==> src/rtl/imux_pkg.sv <==
`timescale 1ns/1ps
package imux_pkg;
    localparam int OFF_W    = 6;        // byte offset bits inside one channel window
    localparam int OFF_EN   = 'h10;     // enable word offset
    localparam int OFF_PEND = 'h20;     // pending word offset

    typedef enum logic [1:0] {
        HIT_NONE = 2'd0,
        HIT_EN   = 2'd1,
        HIT_PEND = 2'd2
    } hit_e;

    function automatic hit_e decode_off(input logic [OFF_W-1:0] off);
        if (off == OFF_W'(OFF_EN))        return HIT_EN;
        else if (off == OFF_W'(OFF_PEND)) return HIT_PEND;
        else                              return HIT_NONE;
    endfunction
endpackage

==> src/rtl/imux_sync.sv <==
`timescale 1ns/1ps
module imux_sync #(
    parameter int W = 32
) (
    input  logic         clk,
    input  logic         rst_n,
    input  logic [W-1:0] d_i,
    output logic [W-1:0] q_o
);
    logic [W-1:0] meta_q;
    logic [W-1:0] stable_q;

    always_ff @(posedge clk or negedge rst_n) begin
        if (!rst_n) begin
            meta_q   <= '0;
            stable_q <= '0;
        end else begin
            meta_q   <= d_i;
            stable_q <= meta_q;
        end
    end

    assign q_o = stable_q;
endmodule

==> src/rtl/imux_chan.sv <==
`timescale 1ns/1ps
module imux_chan #(
    parameter int NSRC = 32
) (
    input  logic [NSRC-1:0] src_i,
    input  logic [NSRC-1:0] en_i,
    output logic [NSRC-1:0] pend_o,
    output logic            irq_o
);
    always_comb begin
        pend_o = src_i & en_i;
        irq_o  = |pend_o;
    end
endmodule

==> src/rtl/imux_regs.sv <==
`timescale 1ns/1ps
module imux_regs
    import imux_pkg::*;
#(
    parameter int NCH  = 8,
    parameter int NSRC = 32,
    parameter int DW   = 32,
    parameter int CH_W = (NCH > 1) ? $clog2(NCH) : 1,
    parameter int AW   = CH_W + OFF_W
) (
    input  logic                 clk,
    input  logic                 rst_n,
    input  logic                 bus_sel_i,
    input  logic                 bus_wr_i,
    input  logic [AW-1:0]        bus_addr_i,
    input  logic [DW-1:0]        bus_wdata_i,
    input  logic [NCH*NSRC-1:0]  pend_i,
    output logic [NCH*NSRC-1:0]  en_o,
    output logic [DW-1:0]        bus_rdata_o
);
    logic [CH_W-1:0] ch;
    hit_e            hit;
    logic            wr_hit_en;
    logic            rd_req;
    logic [NSRC-1:0] en_q [NCH];
    logic [DW-1:0]   rd_next;

    assign ch     = bus_addr_i[AW-1:OFF_W];
    assign hit    = ({1'b0, ch} < (CH_W+1)'(NCH)) ? decode_off(bus_addr_i[OFF_W-1:0]) : HIT_NONE;
    assign rd_req = bus_sel_i && !bus_wr_i;
    assign wr_hit_en = bus_sel_i && bus_wr_i && (hit == HIT_EN);

    for (genvar c = 0; c < NCH; c++) begin : g_en
        always_ff @(posedge clk or negedge rst_n) begin
            if (!rst_n)
                en_q[c] <= '0;
            else if (wr_hit_en && (ch == CH_W'(c)))
                en_q[c] <= bus_wdata_i[NSRC-1:0];
        end
        assign en_o[c*NSRC +: NSRC] = en_q[c];
    end

    always_comb begin
        rd_next = '0;
        unique case (hit)
            HIT_EN:   rd_next = DW'(en_q[ch]);
            HIT_PEND: rd_next = DW'(pend_i[ch*NSRC +: NSRC]);
            default:  rd_next = '0;
        endcase
    end

    always_ff @(posedge clk or negedge rst_n) begin
        if (!rst_n)
            bus_rdata_o <= '0;
        else if (rd_req)
            bus_rdata_o <= rd_next;
    end

    assert_pend_write_ignored_R7: assert property (@(posedge clk) disable iff (!rst_n)
        (bus_sel_i && bus_wr_i && hit == HIT_PEND) |=> $stable(en_o));

    assert_unmapped_write_ignored_R8: assert property (@(posedge clk) disable iff (!rst_n)
        (bus_sel_i && bus_wr_i && hit == HIT_NONE) |=> $stable(en_o));

    assert_unmapped_read_zero_R8: assert property (@(posedge clk) disable iff (!rst_n)
        (rd_req && hit == HIT_NONE) |=> (bus_rdata_o == '0));

    assert_rdata_hold_R10: assert property (@(posedge clk) disable iff (!rst_n)
        !rd_req |=> $stable(bus_rdata_o));
endmodule

==> src/rtl/imux_top.sv <==
`timescale 1ns/1ps
module imux_top
    import imux_pkg::*;
#(
    parameter int NCH  = 8,
    parameter int NSRC = 32,
    parameter int DW   = 32,
    localparam int CH_W = (NCH > 1) ? $clog2(NCH) : 1,
    localparam int AW   = CH_W + OFF_W
) (
    input  logic            clk,
    input  logic            rst_n,
    input  logic [NSRC-1:0] src_i,
    input  logic            bus_sel_i,
    input  logic            bus_wr_i,
    input  logic [AW-1:0]   bus_addr_i,
    input  logic [DW-1:0]   bus_wdata_i,
    output logic [DW-1:0]   bus_rdata_o,
    output logic [NCH-1:0]  irq_o
);
    logic [NSRC-1:0]     src_sync;
    logic [NCH*NSRC-1:0] en_flat;
    logic [NCH*NSRC-1:0] pend_flat;

    imux_sync #(.W(NSRC)) u_sync (
        .clk   (clk),
        .rst_n (rst_n),
        .d_i   (src_i),
        .q_o   (src_sync)
    );

    imux_regs #(.NCH(NCH), .NSRC(NSRC), .DW(DW)) u_regs (
        .clk         (clk),
        .rst_n       (rst_n),
        .bus_sel_i   (bus_sel_i),
        .bus_wr_i    (bus_wr_i),
        .bus_addr_i  (bus_addr_i),
        .bus_wdata_i (bus_wdata_i),
        .pend_i      (pend_flat),
        .en_o        (en_flat),
        .bus_rdata_o (bus_rdata_o)
    );

    for (genvar c = 0; c < NCH; c++) begin : g_ch
        imux_chan #(.NSRC(NSRC)) u_chan (
            .src_i  (src_sync),
            .en_i   (en_flat[c*NSRC +: NSRC]),
            .pend_o (pend_flat[c*NSRC +: NSRC]),
            .irq_o  (irq_o[c])
        );

        assert_clear_silences_R6: assert property (@(posedge clk) disable iff (!rst_n)
            (bus_sel_i && bus_wr_i && bus_addr_i == AW'(c*64 + OFF_EN)
             && bus_wdata_i[NSRC-1:0] == '0) |=> !irq_o[c]);
    end

    // cycles since reset release, saturating, used only to gate the delay check
    logic [1:0] warm_q;
    always_ff @(posedge clk or negedge rst_n) begin
        if (!rst_n)               warm_q <= 2'd0;
        else if (warm_q != 2'd2)  warm_q <= warm_q + 2'd1;
    end

    assert_sync_delay_R5: assert property (@(posedge clk) disable iff (!rst_n)
        (warm_q == 2'd2) |-> (src_sync == $past(src_i, 2)));
endmodule

==> config.mk <==
export PLATFORM = sky130hd
export DESIGN_NAME = imux_top
export DESIGN_NICKNAME = d
export VERILOG_FILES = /design/src/rtl/imux_pkg.sv /design/src/rtl/imux_sync.sv /design/src/rtl/imux_chan.sv /design/src/rtl/imux_regs.sv /design/src/rtl/imux_top.sv
export SDC_FILE = /design/constraint.sdc
export NUM_CORES = 1
export LEC_CHECK = 0
export BUFFER_PORTS_ARGS = -buffer_cell sky130_fd_sc_hd__buf_2
export CAP_MARGIN = 25
export CORE_AREA = 2 2 167 169
export DETAILED_ROUTE_END_ITERATION = 7
export DIE_AREA = 0 0 169 171
export PLACE_DENSITY = 0.84
export SYNTH_ARGS = -nofsm -noshare
export SYNTH_HDL_FRONTEND = slang
export SYNTH_SLANG_ARGS = --single-unit
export TNS_END_PERCENT = 30
==> constraint.sdc <==
create_clock -name clk -period 2.9 [get_ports clk]
set_input_delay 0.87 -clock clk [delete_from_list [all_inputs] [get_ports clk]]
set_output_delay 0.87 -clock clk [all_outputs]
set_load 0.1 [all_outputs]
==> flow_summary.yaml <==
pwr:
  total_power_mw: 11.50
  pwr-share-comb_pct: 9.6
  power.density_mw_per_mm2: 593.2
  power.leakage_nw: 9.462
  p_sw_share_pct: 25.22
  sequentialPowerShare_pct: 44.9
  internal-power_mw: 8.597
  p_sw_mw: 2.899
  clkPwrFrac_pct: 45.5
  vdd_ir_drop_max_v: 0.0004484
worst_setup_path:
  crit_path_start_kind: "flop"
  end_kind: "output pin"
  path_max_fanout: 5
  crit_type: "flop to output pin"
  crit_required_ps: 2030
  crit_slowest_cell: "or4_4"
  cp_top_family: "simple AND/OR/NAND/NOR gates"
  arrival_ps: 2520
  crit_path_cell_trace: "buf_12, a22oi_2, nand4_1, or4_4, buf_8"
  worst-path-buf-inv: 2
  cpPeakStageDelay_ps: 590
drt:
  vias_per_cell: 6.959
  ant_nets: 0
  drtIter0Drc: 1469
  drt-total-wl_um: 56250
  drcViolationCount: 0
  vias: 12192
  wl_per_cell_um: 32.10
  first_pass_iters: 5
clock_network:
  cts.sink_count: 352
  clk_pin_slew_worst_paths_ps: 60
  cts_buffers: 39
  htreeDepth: 2
  hold_buffers: 0
  cts_root_buffer: "clkbuf_16"
  clockBufferDepth: 3
  tritoncts: "yes"
  clk_latency_ps: 530
min_path:
  hold_path_class: "input port to asynchronous set/reset pin"
yosys:
  synth.distinct_cells: 28
  synth-seq-cells: 352
  syn_avg_cell_area_um2: 13.03
  syn-num-nets: 1310
  synth_ff_type: "dfrtp_1"
  syn_inst: 1233
  synth_seq_area_share_pct: 54.82
  yosys-top-cells-count: "dfrtp_1, mux2_2, a22oi_1, mux2i_1, clkbuf_1"
  synth.most_common_cell: "dfrtp_1"
  yosysTopAreaCell: "dfrtp_1"
  synth_area_leaders: "dfrtp_1, mux2_2, a22oi_1, mux2i_1, mux2_4"
  syn_area_mm2: 0.01607
  synthArstFlopShare_pct: 100.0
  yosysWarnings: 0
  synth-edff-count: 0
  synth_top_area_share_pct: 54.82
run:
  maxCapViolCount: 0
placement:
  place_inst: 1678
  dpl_cell_area_mm2: 0.01771
  place.gp.congestion: 1.026
  place_hpwl_um: 38770
  io_buffers: 116
outcome:
  status: "finished, violations left"
  violations: "negative setup slack"
final_layout:
  nets: 1453
  syn_to_final_growth_pct: 20.61
  diodes: 0
  drive_gt1_share_pct: 42.82
  finalNonFillerCells: 1752
  design_area_mm2: 0.01938
  fin_util_pct: 70.93
die:
  die-area_mm2: 0.02890
  initial_core_util_pct: 58.81
  fp.dieW_um: 169
  fp-row-count: 61
  coreArea_mm2: 0.02732
  io-pin-count: 117
  die_h_um: 171
global_routing:
  grt_pass1_vias: 12136
  grt_max_degree: 91
  grt_usage_pct: 39.21
  grt_overflow: 0
  antenna_found_initial: 0
  grt_pass1_wl_um: 81810
timing:
  slew_headroom_pct: 51.70
  fin_crit_ps: 3389
  hold_viol: 0
  slew_viol_final: 0
  rsz0062_at_grt: "true"
  finClkSkew_ps: 13.47
  fmax_mhz: 295.1
  worst_slack_ps: -488.6
  min_period_over_period_pct: 116.8
  setup_viol: 8
  finalSetupTns_ps: -3072
  worstMarginPinSlew_ps: 724.5
[flip-flops by register name (all words and copies together), names as in the netlist]
name,flops
u_sync.meta_q,32
u_sync.q_o,32
u_regs.bus_rdata_o,32
u_regs.en_o,256
[placed cells by master, fill, tap and decap left out, types with 30 or more instances in the layout]
| cell | synthesis | routed |
|---|---|---|
| buf_2 | 10 | 106 |
| mux2_4 | 30 | 30 |
| dfrtp_1 | 352 | 329 |
| nand2_1 | 65 | 65 |
| nand4_1 | 32 | 32 |
| o31ai_1 | 32 | 32 |
| clkbuf_16 | 0 | 41 |
| buf_4 | 9 | 71 |
| buf_12 | 0 | 30 |
| mux2_2 | 224 | 224 |
| a22oi_1 | 192 | 166 |
| a21oi_1 | 32 | 32 |
| mux2i_1 | 128 | 128 |
[metrics by stage]
stage	hold WS [ps]	worst slack, ps
global placement	331.6	-326.8
floorplan	331.2	-58.25
finish	256.3	-488.6
global route	272.5	-480.1
detailed placement	336.3	-343.3
CTS	258.5	-440.5
[repair_timing]
| item | CTS | global route |
|---|---|---|
| buffers inserted | 1 | 2 |
| resized for setup | 57 | 20 |
| pin swaps | 4 | 5 |
| endpoints found under the setup margin | 8 | 8 |
[power groups by stage]
stage                     logic, mW  clock network, mW  registers, mW
final                          1.10               5.23           5.17
after global routing           1.15               5.44           5.17
after CTS                      1.07               5.24           5.16
after floorplan               0.573                  0           5.17
after detailed placement      0.998                  0           5.24
after global placement        0.985                  0           5.24
[kinds of logic (layout without fill, tap and decap cells)]
group / after synthesis / count (layout) / synth area share, %
AOI/OAI and AO/OA: 256 / 256 / 11.46
and+or+nand+nor: 126 / 126 / 3.987
muxes: 384 / 384 / 26.62
DFF: 352 / 352 / 54.82
buffers and inverters: 115 / 288 / 3.115
[worst paths after layout]
check | depth (start not counted) | slack, ps | endpoint | from
hold reg to reg | 0 | 350 | u_sync.q_o[31]$_DFF_PN0_ | u_sync.meta_q[31]$_DFF_PN0_
max in group asynchronous | 2 | 1780 | u_sync.q_o[30]$_DFF_PN0_ | rst_n
setup / recovery | 5 | -490 | irq_o[2] | u_sync.q_o[16]$_DFF_PN0_
setup reg to reg | 4 | 1520 | u_regs.bus_rdata_o[26]$_DFFE_PN0P_ | u_regs.en_o[26]$_DFFE_PN0P_
hold / removal | 1 | 260 | u_sync.meta_q[2]$_DFF_PN0_ | rst_n
min in group clk | 0 | 350 | u_sync.q_o[31]$_DFF_PN0_ | u_sync.meta_q[31]$_DFF_PN0_
[per-layer routing]
metal	part of all wire (%)	wire (um)	global-route usage, %	vias up
met1	40	22560	54.84	6291
met4	4.5	2559	15.53	0
met2	45	25480	60.48	792
met3	10	5643	8.397	158
met5	0	0	0	-
li1	-	-	-	4951
[layout make-up]
type,count,area [um^2]
flip-flops and latches,352,8837
fillers,1853,7944
multi-input cells,766,6957
repair buffers,215,1765
clock buffers,59,1224
well taps,346,432.9
clock inverters,12,156.4
inverters,2,7.507
No activity file was read; power rests on OpenSTA's default activity.
